<file path="config.mk">
export PLATFORM = sky130hd
export DESIGN_NAME = shift_slice
export DESIGN_NICKNAME = d
export VERILOG_FILES = /design/src/rtl/slice_pkg.sv /design/src/rtl/slice_clkgen.sv /design/src/rtl/slice_shreg.sv /design/src/rtl/slice_irq.sv /design/src/rtl/shift_slice.sv
export SDC_FILE = /design/constraint.sdc
export NUM_CORES = 1
export LEC_CHECK = 0
export ABC_AREA = 1
export BUFFER_PORTS_ARGS = -buffer_cell sky130_fd_sc_hd__buf_2
export CAP_MARGIN = 25
export CORE_MARGIN = 2
export CORE_UTILIZATION = 55
export CTS_CLUSTER_SIZE = 28
export DETAILED_ROUTE_END_ITERATION = 6
export PLACE_DENSITY = 0.82
export SYNTH_ARGS = -nofsm -noshare
export SYNTH_HDL_FRONTEND = slang
export SYNTH_SLANG_ARGS = --single-unit
</file>
<file path="constraint.sdc">
create_clock -name clk -period 2.8 [get_ports clk]
set_input_delay 0.42 -clock clk [delete_from_list [all_inputs] [get_ports clk]]
set_output_delay 0.42 -clock clk [all_outputs]
set_load 0.02 [all_outputs]
</file>
<file path="src/rtl/slice_pkg.sv">
package slice_pkg;

  typedef enum logic [1:0] {
    COND_RISE = 2'd0,
    COND_FALL = 2'd1,
    COND_LOW  = 2'd2,
    COND_HIGH = 2'd3
  } cond_e;

  // Number of bits moved per shift for a width code.
  function automatic int unsigned step_bits(input logic [1:0] code);
    return 32'd1 << code;
  endfunction

  // Input-bit condition evaluated on a shift.
  function automatic logic cond_hit(input cond_e c, input logic prev, input logic cur);
    case (c)
      COND_RISE: return ~prev & cur;
      COND_FALL: return prev & ~cur;
      COND_LOW:  return ~cur;
      default:   return cur;
    endcase
  endfunction

endpackage

</file>
<file path="src/rtl/slice_clkgen.sv">
module slice_clkgen #(
  parameter int CNT_W = 12
) (
  input  logic             clk,
  input  logic             rst_n,
  input  logic             ext_sel,
  input  logic             cap_fall,
  input  logic             inv_out,
  input  logic [CNT_W-1:0] preset,
  input  logic             ext_clk,
  output logic             shift_edge,
  output logic             clk_out
);

  logic [CNT_W-1:0] cnt;
  logic             tgl;
  logic             s1, s2, s3;
  logic             tick;
  logic             rise_e, fall_e;

  assign tick = (cnt == '0);

  always_ff @(posedge clk or negedge rst_n) begin
    if (!rst_n) begin
      cnt <= '0;
      tgl <= 1'b0;
    end else if (tick) begin
      cnt <= preset;
      tgl <= ~tgl;
    end else begin
      cnt <= cnt - 1'b1;
    end
  end

  always_ff @(posedge clk or negedge rst_n) begin
    if (!rst_n) begin
      s1 <= 1'b0;
      s2 <= 1'b0;
      s3 <= 1'b0;
    end else begin
      s1 <= ext_clk;
      s2 <= s1;
      s3 <= s2;
    end
  end

  always_comb begin
    if (ext_sel) begin
      rise_e = s2 & ~s3;
      fall_e = ~s2 & s3;
    end else begin
      rise_e = tick & ~tgl;
      fall_e = tick & tgl;
    end
  end

  assign shift_edge = cap_fall ? fall_e : rise_e;
  assign clk_out    = (ext_sel ? s2 : tgl) ^ inv_out;

endmodule

</file>
<file path="src/rtl/slice_shreg.sv">
module slice_shreg #(
  parameter int DATA_W = 32,
  parameter int PIN_W  = 8
) (
  input  logic              clk,
  input  logic              rst_n,
  input  logic              wr_en,
  input  logic [DATA_W-1:0] wr_data,
  input  logic              shift_en,
  input  logic [1:0]        width,
  input  logic [PIN_W-1:0]  din,
  output logic [DATA_W-1:0] data_q,
  output logic [DATA_W-1:0] data_nx,
  output logic [PIN_W-1:0]  dout
);
  import slice_pkg::*;

  int unsigned n;
  assign n = step_bits(width);

  always_comb begin
    for (int i = 0; i < DATA_W; i++) begin
      int unsigned idx;
      idx = i + n;
      if (idx < DATA_W) data_nx[i] = data_q[idx];
      else if (idx - DATA_W < PIN_W) data_nx[i] = din[idx - DATA_W];
      else data_nx[i] = 1'b0;
    end
  end

  always_comb begin
    for (int j = 0; j < PIN_W; j++) begin
      dout[j] = (j < n) ? data_q[j] : 1'b0;
    end
  end

  always_ff @(posedge clk or negedge rst_n) begin
    if (!rst_n)        data_q <= '0;
    else if (wr_en)    data_q <= wr_data;
    else if (shift_en) data_q <= data_nx;
  end

endmodule

</file>
<file path="src/rtl/slice_irq.sv">
module slice_irq (
  input  logic       clk,
  input  logic       rst_n,
  input  logic       shift_en,
  input  logic [1:0] cond,
  input  logic       bit_in,
  input  logic       match_en,
  input  logic       match_hit,
  input  logic       clr,
  output logic       flag,
  output logic       set
);
  import slice_pkg::*;

  logic prev;

  assign set = shift_en & (cond_hit(cond_e'(cond), prev, bit_in) | (match_en & match_hit));

  always_ff @(posedge clk or negedge rst_n) begin
    if (!rst_n) begin
      prev <= 1'b0;
      flag <= 1'b0;
    end else begin
      if (shift_en) prev <= bit_in;
      flag <= set | (flag & ~clr);
    end
  end

endmodule

</file>
<file path="src/rtl/shift_slice.sv">
module shift_slice #(
  parameter int DATA_W = 32,
  parameter int PIN_W  = 8,
  parameter int CNT_W  = 12
) (
  input  logic              clk,
  input  logic              rst_n,
  input  logic [1:0]        cfg_width,
  input  logic              cfg_cap_fall,
  input  logic              cfg_ext_clk,
  input  logic              cfg_inv_clkout,
  input  logic [1:0]        cfg_cond,
  input  logic              cfg_inv_qual,
  input  logic              cfg_match_en,
  input  logic [CNT_W-1:0]  cnt_preset,
  input  logic              ext_clk,
  input  logic              qual,
  input  logic [PIN_W-1:0]  din,
  input  logic              wr_en,
  input  logic [DATA_W-1:0] wr_data,
  input  logic [DATA_W-1:0] match_ref,
  input  logic              irq_clr,
  output logic [DATA_W-1:0] data_q,
  output logic [PIN_W-1:0]  dout,
  output logic              clk_out,
  output logic              irq_flag
);

  logic              shift_edge;
  logic              shift_en;
  logic              irq_set;
  logic              match_hit;
  logic [DATA_W-1:0] data_nx;

  slice_clkgen #(.CNT_W(CNT_W)) u_clk (
    .clk        (clk),
    .rst_n      (rst_n),
    .ext_sel    (cfg_ext_clk),
    .cap_fall   (cfg_cap_fall),
    .inv_out    (cfg_inv_clkout),
    .preset     (cnt_preset),
    .ext_clk    (ext_clk),
    .shift_edge (shift_edge),
    .clk_out    (clk_out)
  );

  assign shift_en = shift_edge & (qual ^ cfg_inv_qual) & ~wr_en;

  slice_shreg #(.DATA_W(DATA_W), .PIN_W(PIN_W)) u_reg (
    .clk      (clk),
    .rst_n    (rst_n),
    .wr_en    (wr_en),
    .wr_data  (wr_data),
    .shift_en (shift_en),
    .width    (cfg_width),
    .din      (din),
    .data_q   (data_q),
    .data_nx  (data_nx),
    .dout     (dout)
  );

  assign match_hit = (data_nx == match_ref);

  slice_irq u_irq (
    .clk       (clk),
    .rst_n     (rst_n),
    .shift_en  (shift_en),
    .cond      (cfg_cond),
    .bit_in    (din[0]),
    .match_en  (cfg_match_en),
    .match_hit (match_hit),
    .clr       (irq_clr),
    .flag      (irq_flag),
    .set       (irq_set)
  );

endmodule

</file>
==> flow_summary.toml, run 1 <==
[place]
dp_slack_ns = -0.286
port_buffers = 140
place_area_sq_mm = 0.00690
hpwlAfterDp_um = 18600
place_congestion = 1.09

[synthesis]
synth_area_leader_cell = "nand2_1"
syn_area_sq_mm = 0.00556
netlist_instances = 941
ys_ff_latch = 50
syn-num-nets = 1052
avgSynthCellArea_sq_um = 5.90
synth_edf_count = 0
seq_area_frac_synth_pct = 22.5
yosysWarnings = 0
synth_cell_types = 37
yosys.area.top_type_share_pct = 24.0
async_reset_ff_share_pct = 100
synthFlopType = "dfrtp_1"
synth_area_leaders = "nand2_1, dfrtp_1, nand3_1, inv_1, o211ai_2"

[cells_and_area]
final_util_pct = 72.9
area.growth.synth_to_final_pct = 28.3
drive_above_1_share_pct = 25.6
layout.nets = 1256
antenna_cells = 0
finalInstanceArea_sq_mm = 0.00713

[sta]
finalHoldViolations = 0
timing.hold.ws_ns = 0.188
setup_viol = 0
report.final.slew_viol_count = 0
max_freq_ghz = 0.377
worst_slack_ns = 0.147
fin_skew_ns = 0.00805
period_needed_ns = 2.65
worstMarginPinSlew_ns = 0.667
min_period_over_period_pct = 94.8
max_slew_margin_pct = 55.6

[setup_path]
arrival_ns = 2.93
worstPathMaxFanout = 20
crit_path_start = "cfg_width[0]"
regToRegSetupSlack_ns = 0.27
cp.required_ns = 3.07
slowest_delay_ns = 0.22
path_common_cell = "nand2_1"
rr_startpoint = "u_clk.cnt[0]$_DFF_PN0_"
cp-start-kind = "primary input"
reg2regPathDepth = 14
crit_path_end_kind = "flop"
r2r-end = "u_reg.data_q[18]$_DFFE_PN0P_"
path_class = "primary input to flop"
critPathSlowestCell = "ha_2"
crit_chain = "buf_2 -> inv_1 -> buf_4 -> ha_2 -> inv_1 -> buf_12 -> nand2_1 -> nand3_1 -> nand3_1 -> nand3_1 -> nand3_1 -> nand2_1 -> nand2_1 -> nand2_1 -> nor2_2 -> nand2_1 -> nor2_1 -> nand2_1 -> nor2_1 -> nand2_1 -> nand2_1 -> nand2_1 -> nand2_1"

[global_routing]
grt_remaining_overflow = 0
grt_max_degree = 51
antenna_found_initial = 0
grt_pass1_wl_um = 35900
grt_usage_pct = 42.2
grt_pass1_vias = 6932

[worst_hold_path]
hp-class = "primary input to flop"
whs_path_depth = 1
hold_end = "u_clk.s1$_DFF_PN0_"
hp-start = "ext_clk"

[clock_network]
htree_levels = 2
cts_resized = 0
cts_setup_buffers = 0
cts.path.max_buffers = 2
cts_hold_buf = 0
cts_tree = "built"
root_buffer = "clkbuf_8"
clkLatencyLatePin_ns = 0.33
clk_pin_slew_ns = 0.11
cts.sinks = 50
cts_buffers = 5

[floorplanning]
die_area_sq_mm = 0.0109
core-area_sq_mm = 0.00977
ios = 141
rows = 36
start_util_pct = 56.8
die_w_um = 105
die_h_um = 105

[power]
swShare_pct = 45.6
pwr-share-comb_pct = 51.1
power_w = 0.00315
cellPowerDensity_mw_per_mm2 = 441
p_int_w = 0.00171
pwr-share-clk_pct = 18.2
p_sw_w = 0.00144
ir_worst_vdd_mv = 0.290
p_seq_share_pct = 30.7
p_leak_nw = 3.98

[route]
routed_wl_um = 23400
wire_per_inst_um = 18.3
via_count = 7509
vias_per_cell = 5.87
antenna_left = 0
drtIter0Drc = 997
drc = 0
firstDrtPassIters = 6

[run_status]
status = "finished, final reports clean"

[flow_run]
drv_cap = 0
-- final cells by class --
cell class              count  area (sq um)
inverters                  94           359
clock buffers               5          68.8
clock inverters             3          48.8
repair inverters            1          7.51
multi-input cells         759          3760
repair buffers            234          1470
fillers                   847          2650
well taps                 133           166
flip-flops and latches     50          1250
-- synthesized netlist by cell type (3+ instances only) --
cell type and count:
nand2_1 355, inv_1 84, nand3b_1 9, nor2_1 35
a21oi_1 8, clkinv_1 3, nand4_1 7, dfrtp_1 50
clkbuf_1 10, o21ai_0 24, buf_4 4, xnor2_1 5
buf_2 13, xor2_1 13, nand3_1 246, buf_6 9
o21ai_1 3, o211ai_2 17, ha_1 12, nand2_2 4
inv_2 6, o211ai_1 4
-- power groups by stage --
stage          combinational, W  sequential, W  clock (W)
3_5_place_dp            0.00153       0.000973          0
2_1_floorplan          0.000855        0.00100          0
6_report                0.00161       0.000965   0.000573
5_1_grt                 0.00175       0.000976   0.000606
4_1_cts                 0.00153       0.000960   0.000571
3_3_place_gp            0.00150       0.000971          0
-- worst max path at each step --
| stage | endpoint | slack, ns | cells past startpoint |
|---|---|---|---|
| after global placement | u_irq.flag$_DFF_PN0_ | -0.22 | 23 |
| final | u_irq.flag$_DFF_PN0_ | 0.15 | 23 |
| after detailed placement | u_irq.flag$_DFF_PN0_ | -0.29 | 23 |
| after CTS | u_irq.flag$_DFF_PN0_ | 0.04 | 23 |
| after floorplan | u_irq.flag$_DFF_PN0_ | 0.14 | 23 |
| after global routing | u_irq.flag$_DFF_PN0_ | -0.02 | 22 |
-- routing by layer --
layer	up-vias	wire, um	global-route usage [%]
li1	3496	-	-
met1	3367	9350	57.2
met2	547	10100	65.0
met3	99	2540	5.51
met4	0	1420	22.6
met5	-	0	0
-- flip-flops by register name (all words and copies together) (netlist names) --
signal,cells
u_clk.s2,1
u_clk.s1,1
u_clk.cnt,12
u_irq.prev,1
u_clk.s3,1
u_irq.flag,1
u_reg.data_q,32
u_clk.tgl,1
-- per-stage QoR --
step           std cells  setup TNS, ns
6_report            1279              0
5_1_grt             1279        -0.0198
4_1_cts             1277              0
2_1_floorplan        941              0
3_3_place_gp        1269         -0.218
3_5_place_dp        1269         -0.286
-- worst max-delay path: cells and delay by family --
family	cells	cell delay (ns)
buffers and inverters	5	0.65
and+or+nand+nor	17	1.63
adders and majority gates	1	0.22
-- placed cells by master (no fill, tap or decap), drive strengths merged --
master,n
a21oi,8
nand2,359
o311ai,1
nor2,39
o31ai,1
xnor2,5
xor2,13
buf,233
clkinvlp,3
o221ai,1
bufinv,1
o22ai,1
inv,92
o211ai,21
o21ai,27
ha,12
nor3,2
a31oi,1
or2,2
nand3,247
clkinv,2
nand4,9
dfrtp,50
nand3b,9
clkbuf,6
or3,1
-- cell families after synthesis --
group / share of synthesized area, %
AO/OA/AOI/OAI: 8.44
XOR/XNOR: 2.84
adder cells (fa/ha/maj): 2.70
buffers and inverters: 10.8
flip-flops: 22.5
AND/OR/NAND/NOR: 52.7
(Power assumes the default switching activity.)
==> run 2, diff against run 1 <==
--- a/config.mk
+++ b/config.mk
@@ -13,6 +13,7 @@
 export CTS_CLUSTER_SIZE = 28
 export DETAILED_ROUTE_END_ITERATION = 6
 export PLACE_DENSITY = 0.82
+export SETUP_SLACK_MARGIN = 0.5
 export SYNTH_ARGS = -nofsm -noshare
 export SYNTH_HDL_FRONTEND = slang
 export SYNTH_SLANG_ARGS = --single-unit
==> run 2 against run 1 <==
The run now ends with DRC left. Via count grew 1.9%. Clock power shrank 20%. Global-route usage shrank 0.23 points. Non-clock buffer count shrank 9. First-iteration DRC count grew 9.2%. Power grew 0.19%. Final cell count shrank 0.70%. Critical path depth shrank 5. Clock-buffer cell count is the same.
==> flow_summary.toml, run 2 (synthesis gave the netlist of run 1 again) <==
[run_status]
status = "complete, but fails checks"
violations = "DRC"

[setup_path]
path_class = "primary input to flop"
cp-start-kind = "primary input"
crit_chain = "buf_6 -> inv_6 -> ha_1 -> nor2_1 -> nor2_1 -> inv_1 -> nand3_1 -> nand3_1 -> nand2_1 -> nand2_1 -> nand4_1 -> nor2_1 -> nand3_1 -> nor2_1 -> nand2_1 -> nand2_1 -> nand2_1 -> nand2_1"
reg2regPathDepth = 15
critPathSlowestCell = "nor2_1"
path_common_cell = "nand2_1"
crit_path_end_kind = "flop"
worstPathMaxFanout = 5
slowest_delay_ns = 0.51
cp.required_ns = 3.07
arrival_ns = 2.66
regToRegSetupSlack_ns = 0.57

[worst_hold_path]
hp-class = "primary input to asynchronous set/reset pin"

[route]
wl_met3_um = 3370
wire_per_inst_um = 19.2
vias_per_cell = 6.03
routed.top_layer = "met4"
firstDrtPassIters = 7
routed_wl_um = 24400
drc = 19
drtIter0Drc = 1089
drt-met1-wl_um = 8950
antenna_left = 0
via_count = 7655
wl_met2_um = 10200

[place]
place_area_sq_mm = 0.00686
port_buffers = 140
dp.cells = 1251
hpwlAfterDp_um = 18900
place_congestion = 1.10

[clock_network]
cts.sinks = 50
cts_tree = "built"
cts_hold_buf = 0
clkLatencyLatePin_ns = 0.33
cts_buffers = 5
cts.path.max_buffers = 2
root_buffer = "clkbuf_8"
clk_pin_slew_ns = 0.10
htree_levels = 2

[global_routing]
grt_pass1_vias = 6922
antenna_found_initial = 0
grt_max_degree = 51
grt_remaining_overflow = 0
grt_pass1_wl_um = 35600
grt_usage_pct = 41.9

[cells_and_area]
layout_commonest_cell = "nand2_1"
num-fill-cells = 763
area.growth.synth_to_final_pct = 34.6
final_cell_mix = "nand2_1, nand3_1, buf_2"
final_cells = 1270
finalInstanceArea_sq_mm = 0.00748
drive_above_1_share_pct = 31.5
layout.nets = 1247
antenna_cells = 0
reg.largest.list = "u_reg.data_q (32), u_clk.cnt (12)"
largest-register = "u_reg.data_q"
largest_register_ffs = 32

[sta]
report.final.slew_viol_count = 0
period_needed_ns = 2.39
max_freq_ghz = 0.419
fin_skew_ns = 0.00882
min_period_over_period_pct = 85.2
finalHoldViolations = 0
tns_ns = 0
max_slew_margin_pct = 55.9
timing.hold.ws_ns = 0.197
rsz0062_at_grt = "true"
worstMarginPinSlew_ns = 0.661
setup_viol = 0

[power]
p_seq_share_pct = 31.0
cellPowerDensity_mw_per_mm2 = 421
pwr-share-clk_pct = 14.6
p_int_w = 0.00164
p_leak_nw = 4.04
pwr-share-comb_pct = 54.4
ir_worst_vdd_mv = 0.358
p_sw_w = 0.00151
swShare_pct = 47.9

[floorplanning]
die_w_um = 105
core-area_sq_mm = 0.00977
die_h_um = 105
start_util_pct = 56.8
die_area_sq_mm = 0.0109
ios = 141
rows = 36

[flow_run]
drv_cap = 0
==> run 2: cell count changes in the layout (fill, tap and decap cells not counted), sizes merged <==
cell,delta
clkinv,+2
buf,-10
clkbuf,+1
bufinv,-1
clkinvlp,-1
==> run 2: area by class of cell <==
| cell class | count | area, sq um | area share, % |
|---|---|---|---|
| multi-input cells | 759 | 4110 | 54.9 |
| repair buffers | 225 | 1460 | 19.5 |
| flip-flops and latches | 50 | 1250 | 16.7 |
| inverters | 94 | 405 | 5.42 |
| well taps | 133 | 166 | 2.22 |
| clock buffers | 5 | 68.8 | 0.920 |
| clock inverters | 3 | 18.8 | 0.251 |
| repair inverters | 1 | 6.26 | 0.0836 |
==> run 2: critical path, delay by kind of cell <==
family        cells  cell delay (ns)
simple gates     14             1.68
buf+inv           3             0.30
fa+ha+maj         1             0.27
==> run 2: what timing repair did <==
| action | CTS | global route |
|---|---|---|
| endpoints found under the setup margin | 13 | 34 |
| resized for setup | 19 | 97 |
| cloned | 0 | 3 |
| pin swaps | 0 | 26 |
| buffers inserted | 0 | 8 |
==> run 2: path summary, 6_finish.rpt <==
path / start / to
min in group clk: ext_clk / u_clk.s1$_DFF_PN0_
min: rst_n / u_clk.cnt[9]$_DFF_PN0_
max in group asynchronous: rst_n / u_reg.data_q[13]$_DFFE_PN0P_
min reg2reg: u_clk.s1$_DFF_PN0_ / u_clk.s2$_DFF_PN0_
max: cfg_width[0] / u_irq.flag$_DFF_PN0_
max reg2reg: u_clk.cnt[0]$_DFF_PN0_ / u_reg.data_q[29]$_DFFE_PN0P_
==> run 2: routing by layer <==
metal,vias up,global-route usage (%)
met4,0,23.4
met1,3444,54.1
met2,582,63.6
li1,3480,-
met5,-,0
met3,149,10.8
==> run 2: stage by stage <==
stage	worst slack, ns	utilization [%]	total power [W]
global placement	-0.00368	70.2	0.00248
CTS	0.449	71.7	0.00297
floorplan	0.453	-	0.00188
detailed placement	-0.0474	70.2	0.00250
finish	0.414	76.5	0.00315
global route	0.303	76.5	0.00332
==> run 2: power groups by stage <==
| stage | registers [W] | logic [W] | clock network (W) |
|---|---|---|---|
| 5_1_grt | 0.000980 | 0.00184 | 0.000498 |
| 3_5_place_dp | 0.000978 | 0.00152 | 0 |
| 6_report | 0.000977 | 0.00171 | 0.000461 |
| 4_1_cts | 0.000963 | 0.00154 | 0.000468 |
| 3_3_place_gp | 0.000978 | 0.00150 | 0 |
| 2_1_floorplan | 0.00100 | 0.000881 | 0 |
==> run 3, diff against run 2 <==
--- a/config.mk
+++ b/config.mk
@@ -8,11 +8,13 @@
 export ABC_AREA = 1
 export BUFFER_PORTS_ARGS = -buffer_cell sky130_fd_sc_hd__buf_2
 export CAP_MARGIN = 25
+export CELL_PAD_IN_SITES_DETAIL_PLACEMENT = 1
+export CELL_PAD_IN_SITES_GLOBAL_PLACEMENT = 1
 export CORE_MARGIN = 2
-export CORE_UTILIZATION = 55
+export CORE_UTILIZATION = 37
 export CTS_CLUSTER_SIZE = 28
 export DETAILED_ROUTE_END_ITERATION = 6
-export PLACE_DENSITY = 0.82
+export PLACE_DENSITY_LB_ADDON = 0.1
 export SETUP_SLACK_MARGIN = 0.5
 export SYNTH_ARGS = -nofsm -noshare
 export SYNTH_HDL_FRONTEND = slang
==> run 3 against run 2 <==
The flow now finishes without violations. Non-clock buffer count is 74 higher. Utilization is 13 points lower. Largest cell class unchanged. Routed wire length is 57% higher. Power is 27% higher. Die area is 47% higher. Combinational power is 35% higher. Final cell count is 10% higher. Sequential share of layout area is 3.2 points lower. Clock power is 50% higher. Flip-flop and latch count stayed put.
==> flow_summary.toml, run 3 (synthesis gave the netlist of run 1 again) <==
[sta]
finalHoldViolations = 0
max_slew_margin_pct = 50.6
period_needed_ns = 2.62
rsz0062_at_grt = "true"
fin_skew_ns = 0.0122
setup_viol = 0
min_period_over_period_pct = 93.5
max_freq_ghz = 0.382
worstMarginPinSlew_ns = 0.741
worst_slack_ns = 0.183
report.final.slew_viol_count = 0

[setup_path]
path_common_cell = "nor2_4"
path_buf_inv = 4
cp-start-kind = "flop"
rr_startpoint = "u_clk.cnt[0]$_DFF_PN0_"
slowest_delay_ns = 0.41
critPathSlowestCell = "dfrtp_1"
crit_chain = "inv_2 -> ha_4 -> nand2_4 -> nor2_4 -> nand4_4 -> nor2_4 -> nand2_2 -> nor2_4 -> inv_4 -> o31ai_4 -> nand3_2 -> nand2_8 -> buf_6 -> buf_6 -> o211ai_1"
crit_family = "simple AND/OR/NAND/NOR gates"
arrival_ns = 2.82
worstPathMaxFanout = 5
crit_path_end_kind = "flop"
cp.required_ns = 3.00
reg2regPathDepth = 15
regToRegSetupSlack_ns = 0.18
r2r-end = "u_reg.data_q[2]$_DFFE_PN0P_"
path_class = "flop to flop"

[place]
port_buffers = 140
place_congestion = 1.06
dp.cells = 1357
place_area_sq_mm = 0.00738
hpwlAfterDp_um = 24300
dp_slack_ns = -0.290

[global_routing]
grt_remaining_overflow = 0
grt_pass1_vias = 8555
met3_usage_pct = 6.71
grt_usage_pct = 40.6
antenna_found_initial = 0
grt_max_degree = 51
grt_pass1_wl_um = 49500
use_met2_pct = 66.4
grt-busiest-layer = "met2"
use_met1_pct = 51.2

[clock_network]
root_buffer = "clkbuf_16"
cts.path.max_buffers = 2
cts_buffers = 5
clk_pin_slew_ns = 0.09
cts_tree = "built"
cts.sinks = 50
cts_hold_buf = 0
htree_levels = 2
clkLatencyLatePin_ns = 0.32

[cells_and_area]
largest-register = "u_reg.data_q"
area.growth.synth_to_final_pct = 66.7
final_cell_mix = "nand2_1, buf_2, nand3_1"
finalInstanceArea_sq_mm = 0.00926
reg.largest.list = "u_reg.data_q (32), u_clk.cnt (12)"
drive_above_1_share_pct = 48.1
final_cells = 1397
layout_commonest_cell = "nand2_1"
final_util_pct = 63.5
layout.nets = 1323
antenna_cells = 0
largest_register_ffs = 32

[route]
drc = 0
drtIter0Drc = 904
firstDrtPassIters = 6
wire_per_inst_um = 27.4
antenna_left = 0
via_count = 8724
vias_per_cell = 6.24
routed_wl_um = 38300

[floorplanning]
ios = 141
rows = 44
die_area_sq_mm = 0.0160
start_util_pct = 38.1
die_h_um = 127
die_w_um = 127
core-area_sq_mm = 0.0146

[flow_run]
drv_cap = 0

[worst_hold_path]
whs_path_depth = 1
hold_end = "u_clk.s1$_DFF_PN0_"
hp-start = "ext_clk"
hp-class = "primary input to flop"

[power]
cellPowerDensity_mw_per_mm2 = 434
ir_worst_vdd_mv = 0.420
pwr-share-clk_pct = 17.2
p_seq_share_pct = 25.2
p_sw_w = 0.00198
swShare_pct = 49.4
pwr-share-comb_pct = 57.5
p_int_w = 0.00204
p_leak_nw = 4.78

[run_status]
status = "finished, final reports clean"
run 3: final cells by class:
cell class | instances | area (sq um)
Sequential cell | 50 | 1250
Inverter | 94 | 427
Fill cell | 1890 | 5330
Timing Repair Buffer | 299 | 2180
Clock buffer | 5 | 125
Clock inverter | 3 | 28.8
Tap cell | 184 | 230
Multi-Input combinational cell | 759 | 4980
Timing Repair inverter | 3 | 31.3
run 3: what timing repair did:
| item | CTS | global route |
|---|---|---|
| setup endpoints to repair | 34 | 34 |
| pin swaps | 58 | 42 |
| gates resized for setup | 228 | 109 |
| endpoints found under the hold margin | 0 | 0 |
| setup buffers | 18 | 7 |
| gates cloned | 4 | 3 |
run 3: worst max-delay path by stage:
stage / startpoint / endpoint / slack (ns) / cells after the start
final: u_clk.cnt[0]$_DFF_PN0_ / u_reg.data_q[2]$_DFFE_PN0P_ / 0.18 / 15
after global routing: u_clk.cnt[1]$_DFF_PN0_ / u_reg.data_q[2]$_DFFE_PN0P_ / 0.14 / 15
after CTS: cfg_width[1] / u_irq.flag$_DFF_PN0_ / 0.41 / 26
after detailed placement: cfg_width[0] / u_irq.flag$_DFF_PN0_ / -0.29 / 18
after global placement: cfg_width[0] / u_irq.flag$_DFF_PN0_ / -0.29 / 18
after floorplan: cfg_width[1] / u_irq.flag$_DFF_PN0_ / 0.45 / 21
run 3: per-stage QoR:
stage / setup TNS (ns) / hold slack, ns / power (W)
after global routing: 0 / 0.191 / 0.00416
after floorplan: 0 / 0.124 / 0.00188
after CTS: 0 / 0.200 / 0.00365
after detailed placement: -0.290 / 0.339 / 0.00270
final: 0 / 0.203 / 0.00402
after global placement: -0.293 / 0.335 / 0.00265
run 3: routing by layer:
metal,wire length [um],share of wire [%]
met1,14000,37
met3,3850,10
met4,2900,7.6
met2,17500,46
met5,0,0
run 3: power groups by stage:
stage | Sequential, W | Combinational, W | Clock, W
finish | 0.00101 | 0.00231 | 0.000692
global route | 0.00101 | 0.00242 | 0.000728
CTS | 0.000981 | 0.00198 | 0.000699
detailed placement | 0.000989 | 0.00171 | 0
global placement | 0.000986 | 0.00166 | 0
floorplan | 0.00100 | 0.000881 | 0
run 3: worst reg2reg max path: cells and delay by family, from the launching register on:
kind / cells / cell delay, ns
AOI/OAI and AO/OA: 2 / 0.41
adders and majority gates: 1 / 0.18
buffers and inverters: 4 / 0.44
DFF: 1 / 0.41
and+or+nand+nor: 8 / 1.05
